===== src/rtl/fabcnt_pkg.sv =====
package fabcnt_pkg;

    localparam int REG_W   = 64;
    localparam int CNT_W   = 60;
    localparam int SEL_W   = 4;
    localparam int PORT_W  = 2;
    localparam int CODE_W  = 3;

    localparam int B_CLR   = 0;
    localparam int B_FRZ   = 8;
    localparam int B_SEL   = 16;
    localparam int B_PORT  = 20;
    localparam int B_FILT  = 23;

    typedef enum logic [SEL_W-1:0] {
        EV_LINK0_RD = 4'h0,
        EV_LINK0_WR = 4'h1,
        EV_LINK1_RD = 4'h2,
        EV_LINK1_WR = 4'h3,
        EV_COH_RD   = 4'h4,
        EV_COH_WR   = 4'h5,
        EV_MMIO_RD  = 4'h6,
        EV_MMIO_WR  = 4'h7
    } ev_kind_e;

    typedef struct packed {
        logic              filt_en;
        logic [PORT_W-1:0] port;
        logic [SEL_W-1:0]  sel;
        logic              freeze;
    } view_cfg_t;

    function automatic view_cfg_t cfg_from_word(input logic [REG_W-1:0] w);
        view_cfg_t c;
        c.filt_en = w[B_FILT];
        c.port    = w[B_PORT +: PORT_W];
        c.sel     = w[B_SEL +: SEL_W];
        c.freeze  = w[B_FRZ];
        return c;
    endfunction

    function automatic logic [REG_W-1:0] word_from_cfg(input view_cfg_t c);
        logic [REG_W-1:0] w;
        w = '0;
        w[B_FILT]           = c.filt_en;
        w[B_PORT +: PORT_W] = c.port;
        w[B_SEL +: SEL_W]   = c.sel;
        w[B_FRZ]            = c.freeze;
        return w;
    endfunction

    // True when the counted stream differs between two settings.
    function automatic logic view_moved(input view_cfg_t a, input view_cfg_t b);
        return (a.sel != b.sel) || (a.port != b.port) || (a.filt_en != b.filt_en);
    endfunction

    // Whether a select value names a countable event in a given build.
    function automatic logic sel_countable(input logic [SEL_W-1:0] sel, input logic all_links);
        logic known;
        logic dropped;
        known   = (sel <= SEL_W'(EV_MMIO_WR));
        dropped = (sel >= SEL_W'(EV_LINK1_RD)) && (sel <= SEL_W'(EV_COH_WR));
        return known && (all_links || !dropped);
    endfunction

endpackage


===== src/rtl/fabcnt_ctrl.sv =====
module fabcnt_ctrl
    import fabcnt_pkg::*;
(
    input  logic             clk,
    input  logic             rst,
    input  logic             ctrl_we,
    input  logic [REG_W-1:0] ctrl_wdata,
    output view_cfg_t        cfg,
    output logic             clear,
    output logic [REG_W-1:0] ctrl_rdata
);

    view_cfg_t cfg_q;
    view_cfg_t cfg_nx;
    logic      clear_q;

    always_comb cfg_nx = cfg_from_word(ctrl_wdata);

    always_ff @(posedge clk) begin
        if (rst) begin
            cfg_q   <= '0;
            clear_q <= 1'b0;
        end else begin
            clear_q <= ctrl_we && (ctrl_wdata[B_CLR] || view_moved(cfg_nx, cfg_q));
            if (ctrl_we) begin
                cfg_q <= cfg_nx;
            end
        end
    end

    assign cfg        = cfg_q;
    assign clear      = clear_q;
    assign ctrl_rdata = word_from_cfg(cfg_q);

    // settings move only on a write
    p_cfg_quiet_r2: assert property (@(posedge clk) disable iff (rst)
        !ctrl_we |=> $stable(cfg_q));

    // a written clear bit always yields a clear pulse
    p_clear_bit_r8: assert property (@(posedge clk) disable iff (rst)
        (ctrl_we && ctrl_wdata[B_CLR]) |=> clear_q);

endmodule


===== src/rtl/fabcnt_match.sv =====
module fabcnt_match
    import fabcnt_pkg::*;
#(
    parameter int NUM_LANES = 4,
    parameter bit ALL_LINKS = 1'b1,
    localparam int HIT_W    = $clog2(NUM_LANES + 1)
) (
    input  view_cfg_t                             cfg,
    input  logic [NUM_LANES-1:0]                  ev_vld,
    input  logic [NUM_LANES-1:0][CODE_W-1:0]      ev_code,
    input  logic [NUM_LANES-1:0][PORT_W-1:0]      ev_port,
    output logic [HIT_W-1:0]                      hits
);

    logic                 sel_ok;
    logic [NUM_LANES-1:0] lane_hit;

    assign sel_ok = sel_countable(cfg.sel, ALL_LINKS);

    for (genvar i = 0; i < NUM_LANES; i++) begin : g_lane
        logic code_eq;
        logic port_ok;
        assign code_eq     = (SEL_W'(ev_code[i]) == cfg.sel);
        assign port_ok     = !cfg.filt_en || (ev_port[i] == cfg.port);
        assign lane_hit[i] = ev_vld[i] && code_eq && port_ok && sel_ok;
    end

    always_comb begin
        hits = '0;
        for (int i = 0; i < NUM_LANES; i++) begin
            hits = hits + HIT_W'(lane_hit[i]);
        end
    end

    if (!ALL_LINKS) begin : g_reduced
        // removed link codes never produce hits
        always_comb begin
            if ((cfg.sel >= SEL_W'(EV_LINK1_RD)) && (cfg.sel <= SEL_W'(EV_COH_WR))) begin
                p_link_off_r9: assert (hits == '0);
            end
        end
    end

endmodule


===== src/rtl/fabcnt_accum.sv =====
module fabcnt_accum
    import fabcnt_pkg::*;
#(
    parameter int NUM_LANES = 4,
    localparam int HIT_W    = $clog2(NUM_LANES + 1)
) (
    input  logic              clk,
    input  logic              rst,
    input  logic              clear,
    input  logic              freeze,
    input  logic [SEL_W-1:0]  sel,
    input  logic [HIT_W-1:0]  hits,
    output logic [CNT_W-1:0]  count,
    output logic [SEL_W-1:0]  echo
);

    logic [CNT_W-1:0] count_q;
    logic [SEL_W-1:0] echo_q;

    always_ff @(posedge clk) begin
        if (rst) begin
            count_q <= '0;
            echo_q  <= '0;
        end else begin
            echo_q <= sel;
            if (clear) begin
                count_q <= '0;
            end else if (!freeze) begin
                count_q <= count_q + CNT_W'(hits);
            end
        end
    end

    assign count = count_q;
    assign echo  = echo_q;

    // frozen count does not move
    p_frozen_hold_r7: assert property (@(posedge clk) disable iff (rst)
        (freeze && !clear) |=> (count_q == $past(count_q)));

    // a clear leaves zero
    p_clear_zero_r6: assert property (@(posedge clk) disable iff (rst)
        clear |=> (count_q == '0));

    // echo settles on a select held for a cycle
    p_echo_follow_r3: assert property (@(posedge clk) disable iff (rst)
        $stable(sel) |-> (echo_q == sel));

    // at most one step per lane each cycle
    p_step_bound_r5: assert property (@(posedge clk) disable iff (rst)
        (!clear && !freeze) |=> ((count_q - $past(count_q)) <= CNT_W'(NUM_LANES)));

endmodule


===== src/rtl/fab_traffic_counter.sv =====
module fab_traffic_counter
    import fabcnt_pkg::*;
#(
    parameter int NUM_LANES = 4,
    parameter bit ALL_LINKS = 1'b1
) (
    input  logic                              clk,
    input  logic                              rst,
    input  logic                              ctrl_we,
    input  logic [63:0]                       ctrl_wdata,
    output logic [63:0]                       ctrl_rdata,
    output logic [63:0]                       cnt_rdata,
    input  logic [NUM_LANES-1:0]              ev_vld,
    input  logic [NUM_LANES-1:0][2:0]         ev_code,
    input  logic [NUM_LANES-1:0][1:0]         ev_port
);

    localparam int HIT_W = $clog2(NUM_LANES + 1);

    view_cfg_t        cfg;
    logic             clear;
    logic [HIT_W-1:0] hits;
    logic [CNT_W-1:0] count;
    logic [SEL_W-1:0] echo;
    logic             port_seen;

    fabcnt_ctrl u_ctrl (
        .clk        (clk),
        .rst        (rst),
        .ctrl_we    (ctrl_we),
        .ctrl_wdata (ctrl_wdata),
        .cfg        (cfg),
        .clear      (clear),
        .ctrl_rdata (ctrl_rdata)
    );

    fabcnt_match #(
        .NUM_LANES (NUM_LANES),
        .ALL_LINKS (ALL_LINKS)
    ) u_match (
        .cfg     (cfg),
        .ev_vld  (ev_vld),
        .ev_code (ev_code),
        .ev_port (ev_port),
        .hits    (hits)
    );

    fabcnt_accum #(
        .NUM_LANES (NUM_LANES)
    ) u_accum (
        .clk    (clk),
        .rst    (rst),
        .clear  (clear),
        .freeze (cfg.freeze),
        .sel    (cfg.sel),
        .hits   (hits),
        .count  (count),
        .echo   (echo)
    );

    assign cnt_rdata = {echo, count};

    always_comb begin
        port_seen = 1'b0;
        for (int i = 0; i < NUM_LANES; i++) begin
            port_seen = port_seen || (ev_vld[i] && (ev_port[i] == cfg.port));
        end
    end

    // filter passes nothing when no valid lane carries the chosen port
    p_filter_block_r4: assert property (@(posedge clk) disable iff (rst)
        (cfg.filt_en && !port_seen) |-> (hits == '0));

endmodule


===== config.mk =====
export PLATFORM = sky130hd
export DESIGN_NAME = fab_traffic_counter
export DESIGN_NICKNAME = d
export VERILOG_FILES = /design/src/rtl/fabcnt_pkg.sv /design/src/rtl/fabcnt_ctrl.sv /design/src/rtl/fabcnt_match.sv /design/src/rtl/fabcnt_accum.sv /design/src/rtl/fab_traffic_counter.sv
export SDC_FILE = /design/constraint.sdc
export NUM_CORES = 1
export LEC_CHECK = 0
export ABC_CLOCK_PERIOD_IN_PS = 3900
export BUFFER_PORTS_ARGS = -buffer_cell sky130_fd_sc_hd__buf_2
export CAP_MARGIN = 20
export CORE_AREA = 2 2 104 106
export CTS_CLUSTER_DIAMETER = 40
export CTS_CLUSTER_SIZE = 40
export DETAILED_ROUTE_END_ITERATION = 10
export DIE_AREA = 0 0 106 108
export PLACE_DENSITY = 0.77
export SYNTH_ARGS = -nofsm -noshare
export SYNTH_HDL_FRONTEND = slang
export SYNTH_SLANG_ARGS = --single-unit

===== constraint.sdc =====
create_clock -name clk -period 3.9 [get_ports clk]
set_clock_uncertainty 0.05 [all_clocks]
set_input_delay 0 -clock clk [delete_from_list [all_inputs] [get_ports clk]]
set_output_delay 0 -clock clk [all_outputs]
set_load 0.01 [all_outputs]

* Word level (Yosys, flattened, before mapping)
Cells that the tools add are included.
** Cells by class
- Add/subtract/negate cells :: 4
- $mul :: 0
- Div/mod/pow operators :: 0
- Order comparisons :: 1
- Eq/ne operators :: 11
- Shift operators :: 0
- Multiplexer cells :: 0
- Bitwise logic cells :: 0
- Reduce and logical (&&, ||, !) cells :: 22
** Operator list (count)
- 60-bit by 3-bit adder with 60-bit output :: 1
- 3-bit by 4-bit equality test with 1-bit output :: 4
- 1-bit logical AND :: 13
- 2-bit equality test :: 4
- 1-bit logical OR :: 7
- 3-bit by 1-bit adder with 3-bit output :: 2
- 4-bit by 3-bit less-or-equal comparator with 1-bit output, second input constant :: 1
- 4-bit != test :: 1
- 1-bit by 1-bit adder with 2-bit output :: 1
- 2-bit != test :: 1
- 2-bit OR reduction :: 1
- 1-bit zero test :: 1
- 1-bit != test :: 1
** Word-level totals
- Register bits :: 73
- Bits in latches :: 0
- Bits in writable memories :: 0
- Bits in read-only memories :: 0
- Output and inout port bits :: 128
- Memories kept :: 0

* Logic depth before layout (Yosys ltp)
- Word-level depth :: 8
- Mapped depth :: 14
- Gate-level depth less buffers :: 12

* Cells and area by module
From an unflattened synthesis, not the netlist that was laid out.
** Second synthesis, totals
- Cells, all modules :: 521
- Area, all modules :: 4354.2 µm²
** By module, submodules not included
- fabcnt_accum :: times used 1, cells an instance 380, area an instance 3161.8 µm²
- fabcnt_ctrl :: times used 1, cells an instance 103, area an instance 870.8 µm²
- fabcnt_match :: times used 1, cells an instance 38, area an instance 321.6 µm²

* Least setup slack after synthesis
Ideal clock, no wire load.
- Path kind :: reg-to-reg
- From :: register u_ctrl.cfg_q (netlist bit u_ctrl.cfg[2])
- To :: register u_accum.count_q[41], in the netlist u_accum.count[41]
- Library setup time :: 0.070 ns
- Data arrival time :: 3.565 ns
- Required time :: 3.780 ns
- Slack :: 0.214 ns
- Stages on the path, launching flop included :: 14
- Clock period less this slack :: 3.686 ns
- Cells stage by stage :: dfxtp_1 clkbuf_1 xor2_1 nor3b_1 nand4_1 fa_1 inv_1 fa_1 a21oi_1 or3_1 buf_2 or4_4 or4_1 a21oi_1
** On the way
- Longest elaborated chain between the ends :: 8
** RTL lines
- from (decl) :: line fabcnt_ctrl.sv:13 : view_cfg_t cfg_q;
- from (signal assigned) :: line fabcnt_ctrl.sv:26 : cfg_q <= cfg_nx;
- parallel branches: the longest is 6 deep, another holds 4-bit by 3-bit less-or-equal comparator with 1-bit output
- 3-bit by 1-bit adder with 3-bit output * :: line fabcnt_match.sv:31 : hits = hits + HIT_W'(lane_hit[i]);
- 60-bit by 3-bit adder with 60-bit output * :: line fabcnt_accum.sv:29 : count_q <= count_q + CNT_W'(hits);
- to (signal assigned) :: line fabcnt_accum.sv:29
- to (decl) :: line fabcnt_accum.sv:17 : logic [CNT_W-1:0] count_q;
Every way passes the cells marked *.
A chain may end at the register's enable or synchronous reset.

* Worst setup path in the final report
Same ends and word-level chain as after synthesis.

==> flow_metrics.tcl <==
set metrics [dict create \
    slew_viol_final 0 \
    cts_tree "done" \
    setup_viol 0 \
    max-cap-violations 0 \
    worst_pin_slew_ns 0.944 \
    dp_slack_ns 0.0545 \
    post_drt_via_cell_ratio 5.20 \
    cp_max_fo 8 \
    clock_sinks 73 \
    htreeDepth 3 \
    postCtsSetupBuffers 0 \
    r2r-end "u_accum.count[41]" \
    clk_pin_slew_ns 0.07 \
    ff2ff_setup_slack_ns 0.25 \
    ff2ff_path_depth 11 \
    ys_types 40 \
    row_count 37 \
    layout_common_cells "107 x buf_2, 70 x dfxtp_1, 56 x conb_1" \
    hold_viol 0 \
    syn_area_sq_um 4240 \
    r2r_start "u_ctrl.cfg[2]" \
    setup_slack_ns 0.250 \
    fin_crit_sh_pct 93.6 \
    wl_mm 11.0 \
    outcome "completed" \
    num_antenna_cells 0 \
    num_vias 4022 \
    required_ns 4.13 \
    io_buffer_count 107 \
    grt-busiest-layer "met2" \
    io_pins 219 \
    min_to "u_accum.count[59]" \
    dr.pass1.iters 5 \
    root_buffer "clkbuf_8" \
    die_area_sq_um 11400 \
    ys_ff_latch 73 \
    slew_headroom_pct 36.6 \
    finalSetupTns_ns 0 \
    synth_cells 510 \
    grt_pass1_wl_mm 17.6 \
    powerDensity_nw_per_um2 286 \
    synth.yosys.seq_area_share_pct 34.5 \
    die_x_um 106 \
    fp.dieH_um 108 \
    async_flop_share_pct 0 \
    nNetsFinal 727 \
    grt_use_total_pct 19.3 \
    ant_nets 0 \
    cpMaxStageDelayCell "or4_4" \
    mostFrequentLayoutCell "buf_2" \
    drc 0 \
    worst-setup-path-type "reg2reg" \
    max_freq_mhz 274 \
    cp_data_arrival_time_ns 3.88 \
    hold_class "reg2reg" \
    insertion_delay_ns 0.36 \
    p_leak_nw 2.16 \
    syn2layout_area_growth_pct 20.5 \
    gp_congestion 0.840 \
    yosys_warnings 0 \
    final.fill_count 976 \
    grt_pass1_vias 3625 \
    rsz0062_at_grt "false" \
    gr-total-overflow 0 \
    final_layout_size_suffix_gt1_share_pct 22.9 \
    avgSynthCellArea_sq_um 8.31 \
    first_iter_violations 222 \
    synth-edff-count 0 \
    cts_buffer_depth 2 \
    synth-main-ff-cell "dfxtp_1" \
    period_minus_slack_ns 3.65 \
    worstSetupEndpointType "register" \
    gr-usage-met3_pct 4.52 \
    slowest_delay_ns 0.60 \
    worstSetupStartpointType "register" \
    grt_max_degree 58 \
    core-area_sq_um 10200 \
    crit_chain "xor2_1 > nor3b_1 > nand4_1 > fa_1 > inv_1 > fa_1 > a21oi_1 > or3_1 > or4_4 > or4_1 > a21oi_1" \
    vdd_drop_max_mv 0.124 \
    use_met1_pct 23.7 \
    hpwl_mm 7.97 \
    antenna_found_initial 0 \
    holdCritStartpoint "u_accum.count[59]" \
    grt_use_met2_pct 32.5 \
    cts-buffers-inserted 9 \
    initial_utilization_pct 41.4 \
    worstHoldPathCells 2 \
    drt-wirelength-per-cell_um 14.3 \
]
## synth_stat cells, types with 4 or more instances
cell type,n,area (sq um)
nor2b_1,5,31.3
xor2_1,28,245
mux2i_1,10,100
and4_1,9,78.8
xnor2_1,27,236
and3_1,10,62.6
or3_1,16,100
nand4_1,28,175
a21oi_1,29,145
nand3_1,18,90.1
clkbuf_1,18,67.6
nor4_1,19,119
nor3_1,6,30.0
a31o_2,4,35.0
nor2_1,46,173
dfxtp_1,73,1460
buf_4,57,428
o21a_1,4,30.0
inv_1,13,48.8
o31ai_1,7,52.6
o21ai_0,18,90.1
nand2_1,26,97.6
nor3b_1,4,30.0
or4_1,11,82.6
## metal layers
| metal | vias up | wire, um | part of all wire (%) |
|---|---|---|---|
| met5 | - | 0 | 0 |
| met4 | 0 | 263 | 2.4 |
| met3 | 22 | 801 | 7.3 |
| met2 | 198 | 5520 | 50 |
| met1 | 1873 | 4430 | 40 |
| li1 | 1929 | - | - |
## worst max path at each step
| stage | startpoint | to | slack (ns) | depth (start not counted) |
|---|---|---|---|---|
| CTS | u_ctrl.cfg[2] | u_accum.count[44] | 0.02 | 13 |
| floorplan | u_ctrl.cfg[2] | u_accum.count[41] | 0.21 | 13 |
| detailed placement | u_ctrl.cfg[2] | u_accum.count[44] | 0.05 | 13 |
| global route | u_ctrl.cfg[2] | u_accum.count[40] | 0.005 | 13 |
| finish | u_ctrl.cfg[2] | u_accum.count[41] | 0.25 | 11 |
| global placement | u_ctrl.cfg[2] | u_accum.count[44] | 0.18 | 13 |
## sequential cells by signal, summed over array words and instances, names as in the netlist
signal	flops
u_accum.count	60
u_accum.echo	4
u_ctrl.cfg	8
u_ctrl.clear	1
## cell families (layout without fill, tap and decap cells)
| group | count (synthesis) | in the layout | synth area share [%] |
|---|---|---|---|
| AO/OA/AOI/OAI | 65 | 65 | 8.91 |
| AND/OR/NAND/NOR | 210 | 210 | 27.7 |
| multiplexers | 10 | 10 | 2.36 |
| XOR/XNOR | 55 | 55 | 11.4 |
| flip-flops | 73 | 73 | 34.5 |
| other | 1 | 56 | 0.0885 |
| buffers and inverters | 92 | 164 | 13.4 |
| adder cells (fa/ha/maj) | 4 | 4 | 1.71 |
## layout make-up
| type | count | area (sq um) | area share [%] |
|---|---|---|---|
| multi-input combinational | 400 | 2440 | 47.7 |
| sequential | 73 | 1470 | 28.7 |
| timing repair buffer | 135 | 813 | 15.9 |
| tap | 136 | 170 | 3.33 |
| clock buffer | 13 | 159 | 3.11 |
| inverter | 13 | 48.8 | 0.955 |
| clock inverter | 3 | 15.0 | 0.294 |
## power breakdown
group	total [W]	switching [W]	internal (W)	leakage [nW]
clock network	0.000547	0.000284	0.000263	0.0932
registers	0.000770	0.0000161	0.000754	0.591
logic	0.000144	0.0000810	0.0000625	1.47
total	0.00146	0.000381	0.00108	2.16
## timing repair
action                                 CTS  global route
hold buffers                            19             0
resized for setup                        0             7
setup endpoints to repair                0            15
endpoints found under the hold margin   13             0
## stage by stage
step	hold WS, ns	std cells	util (%)	total power [W]	area [sq um]
3_3_place_gp	0.189	737	45.9	0.000903	4690
4_1_cts	0.444	772	49.4	0.00147	5060
3_5_place_dp	0.197	737	45.9	0.000908	4690
5_1_grt	0.492	773	49.9	0.00152	5110
6_report	0.443	773	49.9	0.00146	5110
2_1_floorplan	0.0216	565	-	0.000910	4450
## critical path, delay by kind of cell, from the launching register on
family	cells	cell delay (ns)
xor+xnor	1	0.17
buf+inv	1	0.08
simple gates	5	1.91
fa+ha+maj	2	0.72
compound gates	2	0.28
flops	1	0.38
(Power assumes the default switching activity.)
